[src/rtl/pcwin_pkg.sv]
package pcwin_pkg;
   typedef enum logic [1:0] {
      FLOW_SEQ = 2'd0,
      FLOW_ABS = 2'd1,
      FLOW_REL = 2'd2,
      FLOW_REG = 2'd3
   } flow_e;
endpackage

[src/rtl/pcwin_target.sv]
module pcwin_target
   import pcwin_pkg::*;
#(
   parameter int ADDR_W  = 32,
   parameter int OFS_W   = 12,
   parameter int IDX_W   = 26,
   parameter int OFF_W   = 16,
   parameter int WSHIFT  = 2,
   parameter int STEP    = 4
) (
   input  logic [1:0]        flow,
   input  logic [OFS_W-1:0]  cur_ofs,
   input  logic [IDX_W-1:0]  imm_index,
   input  logic [OFF_W-1:0]  imm_offset,
   input  logic [OFS_W-1:0]  reg_ofs,
   output logic [OFS_W-1:0]  tgt_ofs
);
   localparam int SX_W = ADDR_W;

   logic [SX_W-1:0]  off_sx;
   logic [SX_W-1:0]  off_sh;
   logic [SX_W-1:0]  idx_sh;
   logic [OFS_W-1:0] seq_ofs;
   logic [OFS_W-1:0] rel_ofs;
   logic [OFS_W-1:0] abs_ofs;

   always_comb begin
      off_sx  = {{(SX_W-OFF_W){imm_offset[OFF_W-1]}}, imm_offset};
      off_sh  = off_sx << WSHIFT;
      idx_sh  = {{(SX_W-IDX_W){1'b0}}, imm_index} << WSHIFT;
      seq_ofs = cur_ofs + OFS_W'(STEP);
      rel_ofs = cur_ofs + off_sh[OFS_W-1:0];
      abs_ofs = idx_sh[OFS_W-1:0];
   end

   always_comb begin
      unique case (flow_e'(flow))
         FLOW_ABS: tgt_ofs = abs_ofs;
         FLOW_REL: tgt_ofs = rel_ofs;
         FLOW_REG: tgt_ofs = reg_ofs;
         default:  tgt_ofs = seq_ofs;
      endcase
   end
endmodule

[src/rtl/pcwin_link.sv]
module pcwin_link
   import pcwin_pkg::*;
#(
   parameter int          ADDR_W    = 32,
   parameter int          OFS_W     = 12,
   parameter logic [31:0] BASE      = 32'h0400_1000,
   parameter int          STEP      = 4,
   parameter bit          LINK_WRAP = 1'b0
) (
   input  logic [1:0]        flow,
   input  logic              do_link,
   input  logic [ADDR_W-1:0] cur_pc,
   output logic              we,
   output logic [ADDR_W-1:0] ret_addr
);
   localparam logic [ADDR_W-1:0] BASE_A = ADDR_W'(BASE);
   localparam logic [ADDR_W-1:0] HI_MSK = ~((ADDR_W'(1) << OFS_W) - ADDR_W'(1));

   logic [ADDR_W-1:0] raw_ret;

   assign raw_ret = cur_pc + ADDR_W'(STEP);
   assign we      = do_link && (flow_e'(flow) != FLOW_SEQ);

   generate
      if (LINK_WRAP) begin : g_wrap
         assign ret_addr = (BASE_A & HI_MSK) | (raw_ret & ~HI_MSK);
      end else begin : g_raw
         assign ret_addr = raw_ret;
      end
   endgenerate
endmodule

[src/rtl/pcwin_nextpc.sv]
module pcwin_nextpc
   import pcwin_pkg::*;
#(
   parameter int          ADDR_W    = 32,
   parameter int          OFS_W     = 12,
   parameter logic [31:0] BASE      = 32'h0400_1000,
   parameter int          IDX_W     = 26,
   parameter int          OFF_W     = 16,
   parameter int          RIDX_W    = 5,
   parameter int          WSHIFT    = 2,
   parameter int          STEP      = 4,
   parameter bit          LINK_WRAP = 1'b0
) (
   input  logic              clk,
   input  logic              rst_n,
   input  logic [31:0]       cur_pc,
   input  logic [1:0]        flow,
   input  logic              do_link,
   input  logic [4:0]        link_sel,
   input  logic [25:0]       imm_index,
   input  logic [15:0]       imm_offset,
   input  logic [31:0]       reg_val,
   output logic [31:0]       next_pc,
   output logic              link_we,
   output logic [4:0]        link_idx,
   output logic [31:0]       link_val
);
   localparam logic [ADDR_W-1:0] BASE_A   = ADDR_W'(BASE);
   localparam int                HI_W     = ADDR_W - OFS_W;
   localparam logic [HI_W-1:0]   BASE_HI  = BASE_A[ADDR_W-1:OFS_W];

   generate
      if (ADDR_W != 32)               begin : g_bad_aw  $error("ADDR_W must be 32"); end
      if (IDX_W != 26 || OFF_W != 16) begin : g_bad_imm $error("immediate widths fixed by ports"); end
      if (RIDX_W != 5)                begin : g_bad_ri  $error("RIDX_W must be 5"); end
      if (OFS_W < 3 || OFS_W >= ADDR_W) begin : g_bad_ow $error("OFS_W out of range"); end
      if (BASE_A[OFS_W-1:0] != '0)    begin : g_bad_bs  $error("BASE not aligned to window"); end
      if (STEP <= 0 || (STEP % (1 << WSHIFT)) != 0) begin : g_bad_st $error("STEP misaligned"); end
   endgenerate

   logic [OFS_W-1:0]  tgt_ofs;
   logic              lk_we;
   logic [ADDR_W-1:0] lk_val;

   pcwin_target #(
      .ADDR_W (ADDR_W),
      .OFS_W  (OFS_W),
      .IDX_W  (IDX_W),
      .OFF_W  (OFF_W),
      .WSHIFT (WSHIFT),
      .STEP   (STEP)
   ) u_target (
      .flow       (flow),
      .cur_ofs    (cur_pc[OFS_W-1:0]),
      .imm_index  (imm_index),
      .imm_offset (imm_offset),
      .reg_ofs    (reg_val[OFS_W-1:0]),
      .tgt_ofs    (tgt_ofs)
   );

   pcwin_link #(
      .ADDR_W    (ADDR_W),
      .OFS_W     (OFS_W),
      .BASE      (BASE),
      .STEP      (STEP),
      .LINK_WRAP (LINK_WRAP)
   ) u_link (
      .flow     (flow),
      .do_link  (do_link),
      .cur_pc   (cur_pc),
      .we       (lk_we),
      .ret_addr (lk_val)
   );

   always_ff @(posedge clk) begin
      if (!rst_n) begin
         next_pc  <= BASE_A;
         link_we  <= 1'b0;
         link_idx <= '0;
         link_val <= '0;
      end else begin
         next_pc  <= {BASE_HI, tgt_ofs};
         link_we  <= lk_we;
         link_idx <= link_sel;
         link_val <= lk_val;
      end
   end
endmodule

[config.mk]
export PLATFORM = sky130hd
export DESIGN_NAME = pcwin_nextpc
export DESIGN_NICKNAME = d
export VERILOG_FILES = /design/src/rtl/pcwin_pkg.sv /design/src/rtl/pcwin_target.sv /design/src/rtl/pcwin_link.sv /design/src/rtl/pcwin_nextpc.sv
export SDC_FILE = /design/constraint.sdc
export NUM_CORES = 1
export LEC_CHECK = 0
export BUFFER_PORTS_ARGS = -buffer_cell sky130_fd_sc_hd__buf_2
export CAP_MARGIN = 25
export CELL_PAD_IN_SITES_DETAIL_PLACEMENT = 0
export CELL_PAD_IN_SITES_GLOBAL_PLACEMENT = 1
export CORE_UTILIZATION = 27
export DETAILED_ROUTE_END_ITERATION = 12
export PLACE_DENSITY = 0.75
export SLEW_MARGIN = 15
export SYNTH_ARGS = -nofsm -noshare
export SYNTH_HDL_FRONTEND = slang
export SYNTH_HIERARCHICAL = 1
export SYNTH_SLANG_ARGS = --single-unit
export TNS_END_PERCENT = 30
[constraint.sdc]
create_clock -name clk -period 2.7 [get_ports clk]
set_input_delay 0.405 -clock clk [delete_from_list [all_inputs] [get_ports clk]]
set_output_delay 0.405 -clock clk [all_outputs]
set_load 0.05 [all_outputs]
==> reports/metrics.cfg, run 1 <==
[outcome]
status = finished clean

[power]
power.share.clock_pct = 28.6
p_leak_nw = 1.83
p_switching_w = 0.000659
pwr_density_cell_nw_per_um2 = 513
switching_share_pct = 34.7
pwr-share-comb_pct = 29.5
seq_power_share_pct = 41.8
peakVddDrop_mv = 0.260
intPower_w = 0.00124

[layout]
regArea_sq_um = 1000
antenna_cells = 0
final_nets = 569
synthToLayoutAreaGrowth_pct = 27.3
num-fill-cells = 1092
multi_input_area_sq_um = 1740
drive_above_1_share_pct = 41.8
postLayoutCoreUtil_pct = 35.7

[floorplan]
fp.dieW_um = 106
io_pins = 186
core_area_sq_um = 10400
dieArea_sq_um = 11200
start_util_pct = 28.0
rows = 37
die_h_um = 106

[clock_network]
root_buffer = clkbuf_8
cts_sinks = 50
cts_buffers = 5
cts_setup_buffers = 0
post_cts_resized = 0
cts_tree = done
clk_pin_slew_worst_paths_ps = 100
cts_buffer_depth = 2
cts_max_level = 2
cts_hold_buffers = 0

[yosys]
avgSynthCellArea_sq_um = 9.00
synth.most_common_cell = dfxtp_1
ys_warn_count = 6
ys_types = 48
synth_top_area_share_pct = 34.4
synth_area_leaders = dfxtp_1, and2_2, xnor2_1
synthesis.area_sq_um = 2910
seq_area_frac_synth_pct = 34.4
synth_ff_type = dfxtp_1
postSynthCellCount = 323
ys_ff_latch = 50
yosys-top-cells-count = dfxtp_1, and2_2, buf_4, xnor2_1, and2_1
synth_edf_count = 0
yosysTopAreaCell = dfxtp_1
async_reset_ff_share_pct = 0

[sta]
finalSetupViolCount = 0
period_share_pct = 90.4
worst_pin_slew_ps = 683
rsz0062_at_grt = false
finalMaxSlewViolations = 0
relSlewSlack_pct = 54.5
max_freq_ghz = 0.410
period_needed_ps = 2440
hold_viol_final = 0
worst_slack_ps = 259

[routing]
wl_um = 6910
first_pass_iters = 4
avgViaCountPerCell = 4.32
drc_errors = 0
detail-route-antenna-nets = 0
routedWlPerCell_um = 11.9
drt_iter0_drc = 103
vias = 2499

[global_routing]
grt_pass1_wl_um = 11200
track_usage_pct = 12.6
antenna_found_initial = 0
grt-ovfl-total = 0
met2_usage_pct = 21.0
grt_max_degree = 51
grt_pass1_vias = 2297
use_met1_pct = 16.3
met3_usage_pct = 2.91
grt_busiest_layer = met2

[worst_setup_path]
endpoint_kind = flop
critical_path_class = input port to flop
cp-start-kind = input port
required_ps = 2960
cp.arrival_ps = 2710
worstPathMaxFanout = 7

[hold_path]
hp-class = input port to flop

[placed_design]
gp_congestion = 0.744
preCtsSetupSlack_ps = -69.2
port_buffers = 123
hpwl_um = 5500

[job]
drv_cap = 0

-- state kept, by name, indices dropped and copies added (netlist names) --
| signal | flops |
|---|---|
| link_idx | 5 |
| next_pc | 12 |
| link_we | 1 |
| link_val | 32 |
-- kinds of logic (layout without fill, tap and decap cells) --
logic type / Yosys count / in the layout / share of synthesized area [%]
and+or+nand+nor: 146 / 146 / 31.2
DFF: 50 / 50 / 34.4
AOI/OAI and AO/OA: 35 / 35 / 8.48
muxes: 10 / 10 / 3.44
adders and majority gates: 11 / 11 / 4.99
other: 2 / 20 / 0.258
buffers and inverters: 39 / 141 / 8.14
xor gates and xnor gates: 30 / 30 / 9.04
-- layout make-up --
cell class / count / share of cell area (%)
Multi-Input combinational cell: 252 / 46.9
Tap cell: 136 / 4.60
Timing Repair Buffer: 127 / 17.8
Clock inverter: 3 / 1.18
Clock buffer: 5 / 1.86
Inverter: 6 / 0.609
Sequential cell: 50 / 27.0
-- cells in the final DEF (no fill, tap or decap), drive strengths merged, types with 2 or more instances in the layout --
cell / instances
nand4: 12
dfxtp: 50
nand3: 17
ha: 10
mux2i: 10
nand2b: 2
nor3b: 2
nor2: 15
a211o: 3
and4: 2
o21ai: 6
and2: 60
nor4: 4
clkbuf: 5
and3: 4
a211oi: 3
o21a: 4
or2: 2
o211a: 2
xnor2: 22
inv: 7
buf: 127
a21oi: 8
xor2: 8
nor3: 5
conb: 20
a21o: 3
nand2: 18
-- final timing paths --
path,start,cells past startpoint,slack (ps),endpoint
setup / recovery,flow[0],11,260,next_pc[10]$_SDFF_PN0_
hold / removal,link_sel[4],2,300,link_idx[4]$_SDFF_PN0_
-- critical path, stage by stage --
cell	delay (ps)
buf_2	100
nor2b_1	290
buf_12	160
nand2b_1	50
ha_1	210
fa_1	450
a211o_1	360
a21o_1	190
a311o_1	310
nand3_1	60
and2_1	110
-- per-layer routing --
metal / routed length (um) / vias to the layer above
li1: - / 1288
met2: 3240 / 101
met4: 76 / 0
met3: 497 / 6
met5: 0 / -
met1: 3100 / 1104
-- power by group through the flow --
stage,Combinational (W),Clock (W),Sequential (W)
floorplan,0.000258,0,0.000981
global placement,0.000558,0,0.000812
detailed placement,0.000564,0,0.000812
CTS,0.000565,0.000580,0.000795
global route,0.000603,0.000607,0.000799
finish,0.000560,0.000543,0.000794
-- metrics by stage --
stage               setup TNS [ps]  hold slack (ps)  area, sq um  instances  power, W
finish                           0              299         3700        579   0.00190
CTS                              0              276         3700        579   0.00194
global route                     0              290         3700        579   0.00201
detailed placement           -86.0              620         3590        571   0.00138
floorplan                        0              532         2970        341   0.00124
global placement             -39.1              610         3590        571   0.00137
No activity file was read; power rests on OpenSTA's default activity.
==> inputs of run 2 (changes only) <==
Settings changed: RECOVER_POWER from default to 100.
==> reports/metrics.cfg, run 2 (synthesis gave the netlist of run 1 again) <==
[layout]
final_cell_mix = buf_2, clkbuf_1, dfxtp_1
final_common_cell = buf_2
largest_register_ff_count = 32
antenna_cells = 0
final_area_sq_um = 3640
synthToLayoutAreaGrowth_pct = 25.1
reg_top3 = link_val: 32 flops, next_pc: 12 flops, link_idx: 5 flops
drive_above_1_share_pct = 30.2
top_register = link_val
final_nets = 569

[floorplan]
die_h_um = 106
start_util_pct = 28.0
io_pins = 186
rows = 37
dieArea_sq_um = 11200
core_area_sq_um = 10400
fp.dieW_um = 106

[sta]
finalSetupViolCount = 0
relSlewSlack_pct = -11.1
whs_ps = 300
finalMaxSlewViolations = 51
rsz0062_at_grt = false
hold_viol_final = 0
worst_pin_slew_ps = 1670
worst_slack_ps = 249
period_share_pct = 90.8
max_freq_ghz = 0.408
period_needed_ps = 2450

[worst_setup_path]
slowest_delay_ps = 450
worstPathMaxFanout = 7
crit_start = flow[0]
crit_cells = 11
endpoint_kind = flop
path_buf_inv = 2
required_ps = 2960
cpLargestDelayFamily = compound AO/OA/AOI/OAI gates
crit_chain = buf_2, nor2b_1, buf_12, nand2b_1, ha_1, fa_1, a211o_1, a21o_1, a311o_1, nand3_1, and2_0
critPathSlowestCell = fa_1
critical_path_class = input port to flop
worstSetupEndpoint = next_pc[10]$_SDFF_PN0_
cp.arrival_ps = 2710
cp-start-kind = input port

[power]
pwr_density_cell_nw_per_um2 = 518
p_leak_nw = 1.65
peakVddDrop_mv = 0.257

[global_routing]
met2_usage_pct = 21.0
track_usage_pct = 12.6
met3_usage_pct = 2.91
use_met1_pct = 16.3
grt_max_degree = 51
antenna_found_initial = 0
grt_pass1_wl_um = 11200
grt_pass1_vias = 2297
grt_busiest_layer = met2
grt-ovfl-total = 0

[clock_network]
cts_tree = done
cts_sinks = 50
cts_max_level = 2
cts_setup_buffers = 0
clk_pin_slew_worst_paths_ps = 100
cts_buffers = 5
cts_hold_buffers = 0
cts_buffer_depth = 2
root_buffer = clkbuf_8
post_cts_resized = 0

[placed_design]
port_buffers = 123
preCtsSetupSlack_ps = -69.2
postPlaceCellArea_sq_um = 3590
hpwl_um = 5500
gp_congestion = 0.744

[routing]
vias = 2506
first_pass_iters = 4
detail-route-antenna-nets = 0
drc_errors = 0
routedWlPerCell_um = 12.0
drt_iter0_drc = 103
wl_um = 6960
avgViaCountPerCell = 4.33

[outcome]
violations = max-capacitance violations, max-slew violations
status = finished, violations left

[job]
drv_cap = 1

[hold_path]
hp-class = input port to flop
holdPathStages = 2

-- run 2: cell types whose count changed in the layout (fill, tap and decap cells not counted), sizes merged --
cell,delta
buf,-51
clkbuf,+51
-- run 2: layout make-up --
type,count,area (sq um)
inverter,6,22.5
clock inverter,3,43.8
clock buffer,5,68.8
timing repair buffer,127,594
tap,136,170
fill,1116,6730
sequential,50,1000
multi-input combinational,252,1740
-- run 2: per-stage QoR --
step | total power (W) | TNS [ps] | utilization (%) | instances
after floorplan | 0.00124 | 0 | - | 341
after global placement | 0.00137 | -39.1 | 34.6 | 571
after detailed placement | 0.00138 | -86.0 | 34.6 | 571
after CTS | 0.00194 | 0 | 35.7 | 579
after global routing | 0.00200 | 0 | 35.1 | 579
final | 0.00189 | 0 | 35.1 | 579
-- run 2: layer usage --
layer / vias up / routed length (um)
li1: 1286 / -
met1: 1107 / 3120
met2: 107 / 3240
met3: 6 / 526
met4: 0 / 76
met5: - / 0
-- run 2: power by group --
| group | total (W) | internal (W) | switching, W |
|---|---|---|---|
| clock network | 0.000542 | 0.000278 | 0.000264 |
| registers | 0.000796 | 0.000784 | 0.0000119 |
| logic | 0.000548 | 0.000163 | 0.000384 |
-- run 2: how the worst min path moves through the flow --
stage	from	end	slack (ps)
2_1_floorplan	link_sel[4]	link_idx[4]$_SDFF_PN0_	530
5_1_grt	link_sel[0]	link_idx[0]$_SDFF_PN0_	290
4_1_cts	link_sel[4]	link_idx[4]$_SDFF_PN0_	280
3_3_place_gp	link_sel[4]	link_idx[4]$_SDFF_PN0_	610
6_report	link_sel[4]	link_idx[4]$_SDFF_PN0_	300
3_5_place_dp	link_sel[4]	link_idx[4]$_SDFF_PN0_	620
==> inputs of run 3 (changes only) <==
--- a/config.mk
+++ b/config.mk
@@ -7,3 +7,2 @@
 export LEC_CHECK = 0
-export BUFFER_PORTS_ARGS = -buffer_cell sky130_fd_sc_hd__buf_2
 export CAP_MARGIN = 25
@@ -11,5 +10,6 @@
 export CELL_PAD_IN_SITES_GLOBAL_PLACEMENT = 1
-export CORE_UTILIZATION = 27
+export CORE_UTILIZATION = 40
 export DETAILED_ROUTE_END_ITERATION = 12
-export PLACE_DENSITY = 0.75
+export DONT_BUFFER_PORTS = 1
+export PLACE_DENSITY = 0.74
 export RECOVER_POWER = 100
==> constraint.sdc (replaced) <==
create_clock -name clk -period 2.7 [get_ports clk]
set_input_delay 0.27 -clock clk [delete_from_list [all_inputs] [get_ports clk]]
set_output_delay 0.27 -clock clk [all_outputs]
set_load 0.05 [all_outputs]
==> reports/metrics.cfg, run 3 (synthesis gave the netlist of run 1 again) <==
[placed_design]
preCtsSetupSlack_ps = 409
gp_congestion = 0.779
hpwl_um = 4510
postPlaceCellArea_sq_um = 2890
port_buffers = 0

[sta]
period_share_pct = 77.7
finalSetupTns_ps = 0
rsz0062_at_grt = false
finalMaxSlewViolations = 0
hold_viol_final = 0
relSlewSlack_pct = 10.0
finalSetupViolCount = 0
worst_slack_ps = 602
max_freq_ghz = 0.477
period_needed_ps = 2100
worst_pin_slew_ps = 1340

[hold_path]
hp-class = input port to flop
hold_start = rst_n

[routing]
drt_iter0_drc = 70
detail-route-antenna-nets = 0
wl_um = 5790
avgViaCountPerCell = 4.95
routedWlPerCell_um = 14.0
first_pass_iters = 4
vias = 2046
drc_errors = 0

[outcome]
status = finished clean

[floorplan]
die_h_um = 87.2
fp.dieW_um = 87.2
rows = 30
io_pins = 186
core_area_sq_um = 6910
start_util_pct = 42.1
dieArea_sq_um = 7610

[clock_network]
cts_buffer_depth = 2
cts_setup_buffers = 0
clk_pin_slew_worst_paths_ps = 100
cts_max_level = 2
cts_hold_buffers = 0
cts_sinks = 50
cts_tree = done
cts_buffers = 5
root_buffer = clkbuf_8
post_cts_resized = 0

[worst_setup_path]
worstPathMaxFanout = 8
endpoint_kind = flop
critical_path_class = input port to flop
cp.arrival_ps = 2300
cp-start-kind = input port
crit_start = cur_pc[2]
required_ps = 2910

[global_routing]
grt-ovfl-total = 0
grt_pass1_vias = 1822
antenna_found_initial = 0
grt_max_degree = 51
track_usage_pct = 15.6
grt_pass1_wl_um = 9120

[power]
totalPowerFinal_w = 0.00176
peakVddDrop_mv = 0.255
p_leak_nw = 1.25
pwr_density_cell_nw_per_um2 = 593

[layout]
antenna_cells = 0
postLayoutCoreUtil_pct = 42.9
largest_register_ff_count = 32
final_common_cell = dfxtp_1
reg_top3 = link_val: 32 flops, next_pc: 12 flops, link_idx: 5 flops
top_register = link_val
final_cell_mix = dfxtp_1, and2_2, xnor2_1
synthToLayoutAreaGrowth_pct = 2.02
drive_above_1_share_pct = 17.4
final_nets = 443
final_area_sq_um = 2970

[job]
drv_cap = 0

-- run 3: path summary, 6_finish.rpt --
path / depth (start not counted) / end
min: 1 / link_val[1]$_SDFF_PN0_
max: 6 / link_val[24]$_SDFF_PN0_
-- run 3: per-stage QoR --
stage / cells / hold slack, ps
floorplan: 341 / 397
global placement: 405 / 396
detailed placement: 405 / 400
CTS: 413 / 69.5
global route: 413 / 66.5
finish: 413 / 88.1
-- run 3: worst max-delay path, stage by stage --
cell     delay (ps)
ha_1            150
nand3_1         210
nor4_1         1070
nand4_1         240
xnor2_1         180
and2_2          180
-- run 3: metal layers --
metal	track usage (%)	up-vias	share of wire, %
li1	-	1038	-
met1	18.9	922	42
met2	25.7	80	48
met3	5.69	6	8.9
met4	4.47	0	1.0
met5	0	-	0
-- run 3: layout make-up --
cell class | count | area (sq um)
Fill cell | 745 | 3940
Timing Repair Buffer | 1 | 3.75
Sequential cell | 50 | 1000
Multi-Input combinational cell | 252 | 1700
Clock inverter | 3 | 48.8
Tap cell | 96 | 120
Inverter | 6 | 22.5
Clock buffer | 5 | 68.8
-- run 3: power by group --
group,switching (W),internal [W]
registers,0.000184,0.000785
clock network,0.000267,0.000282
logic,0.000138,0.000103
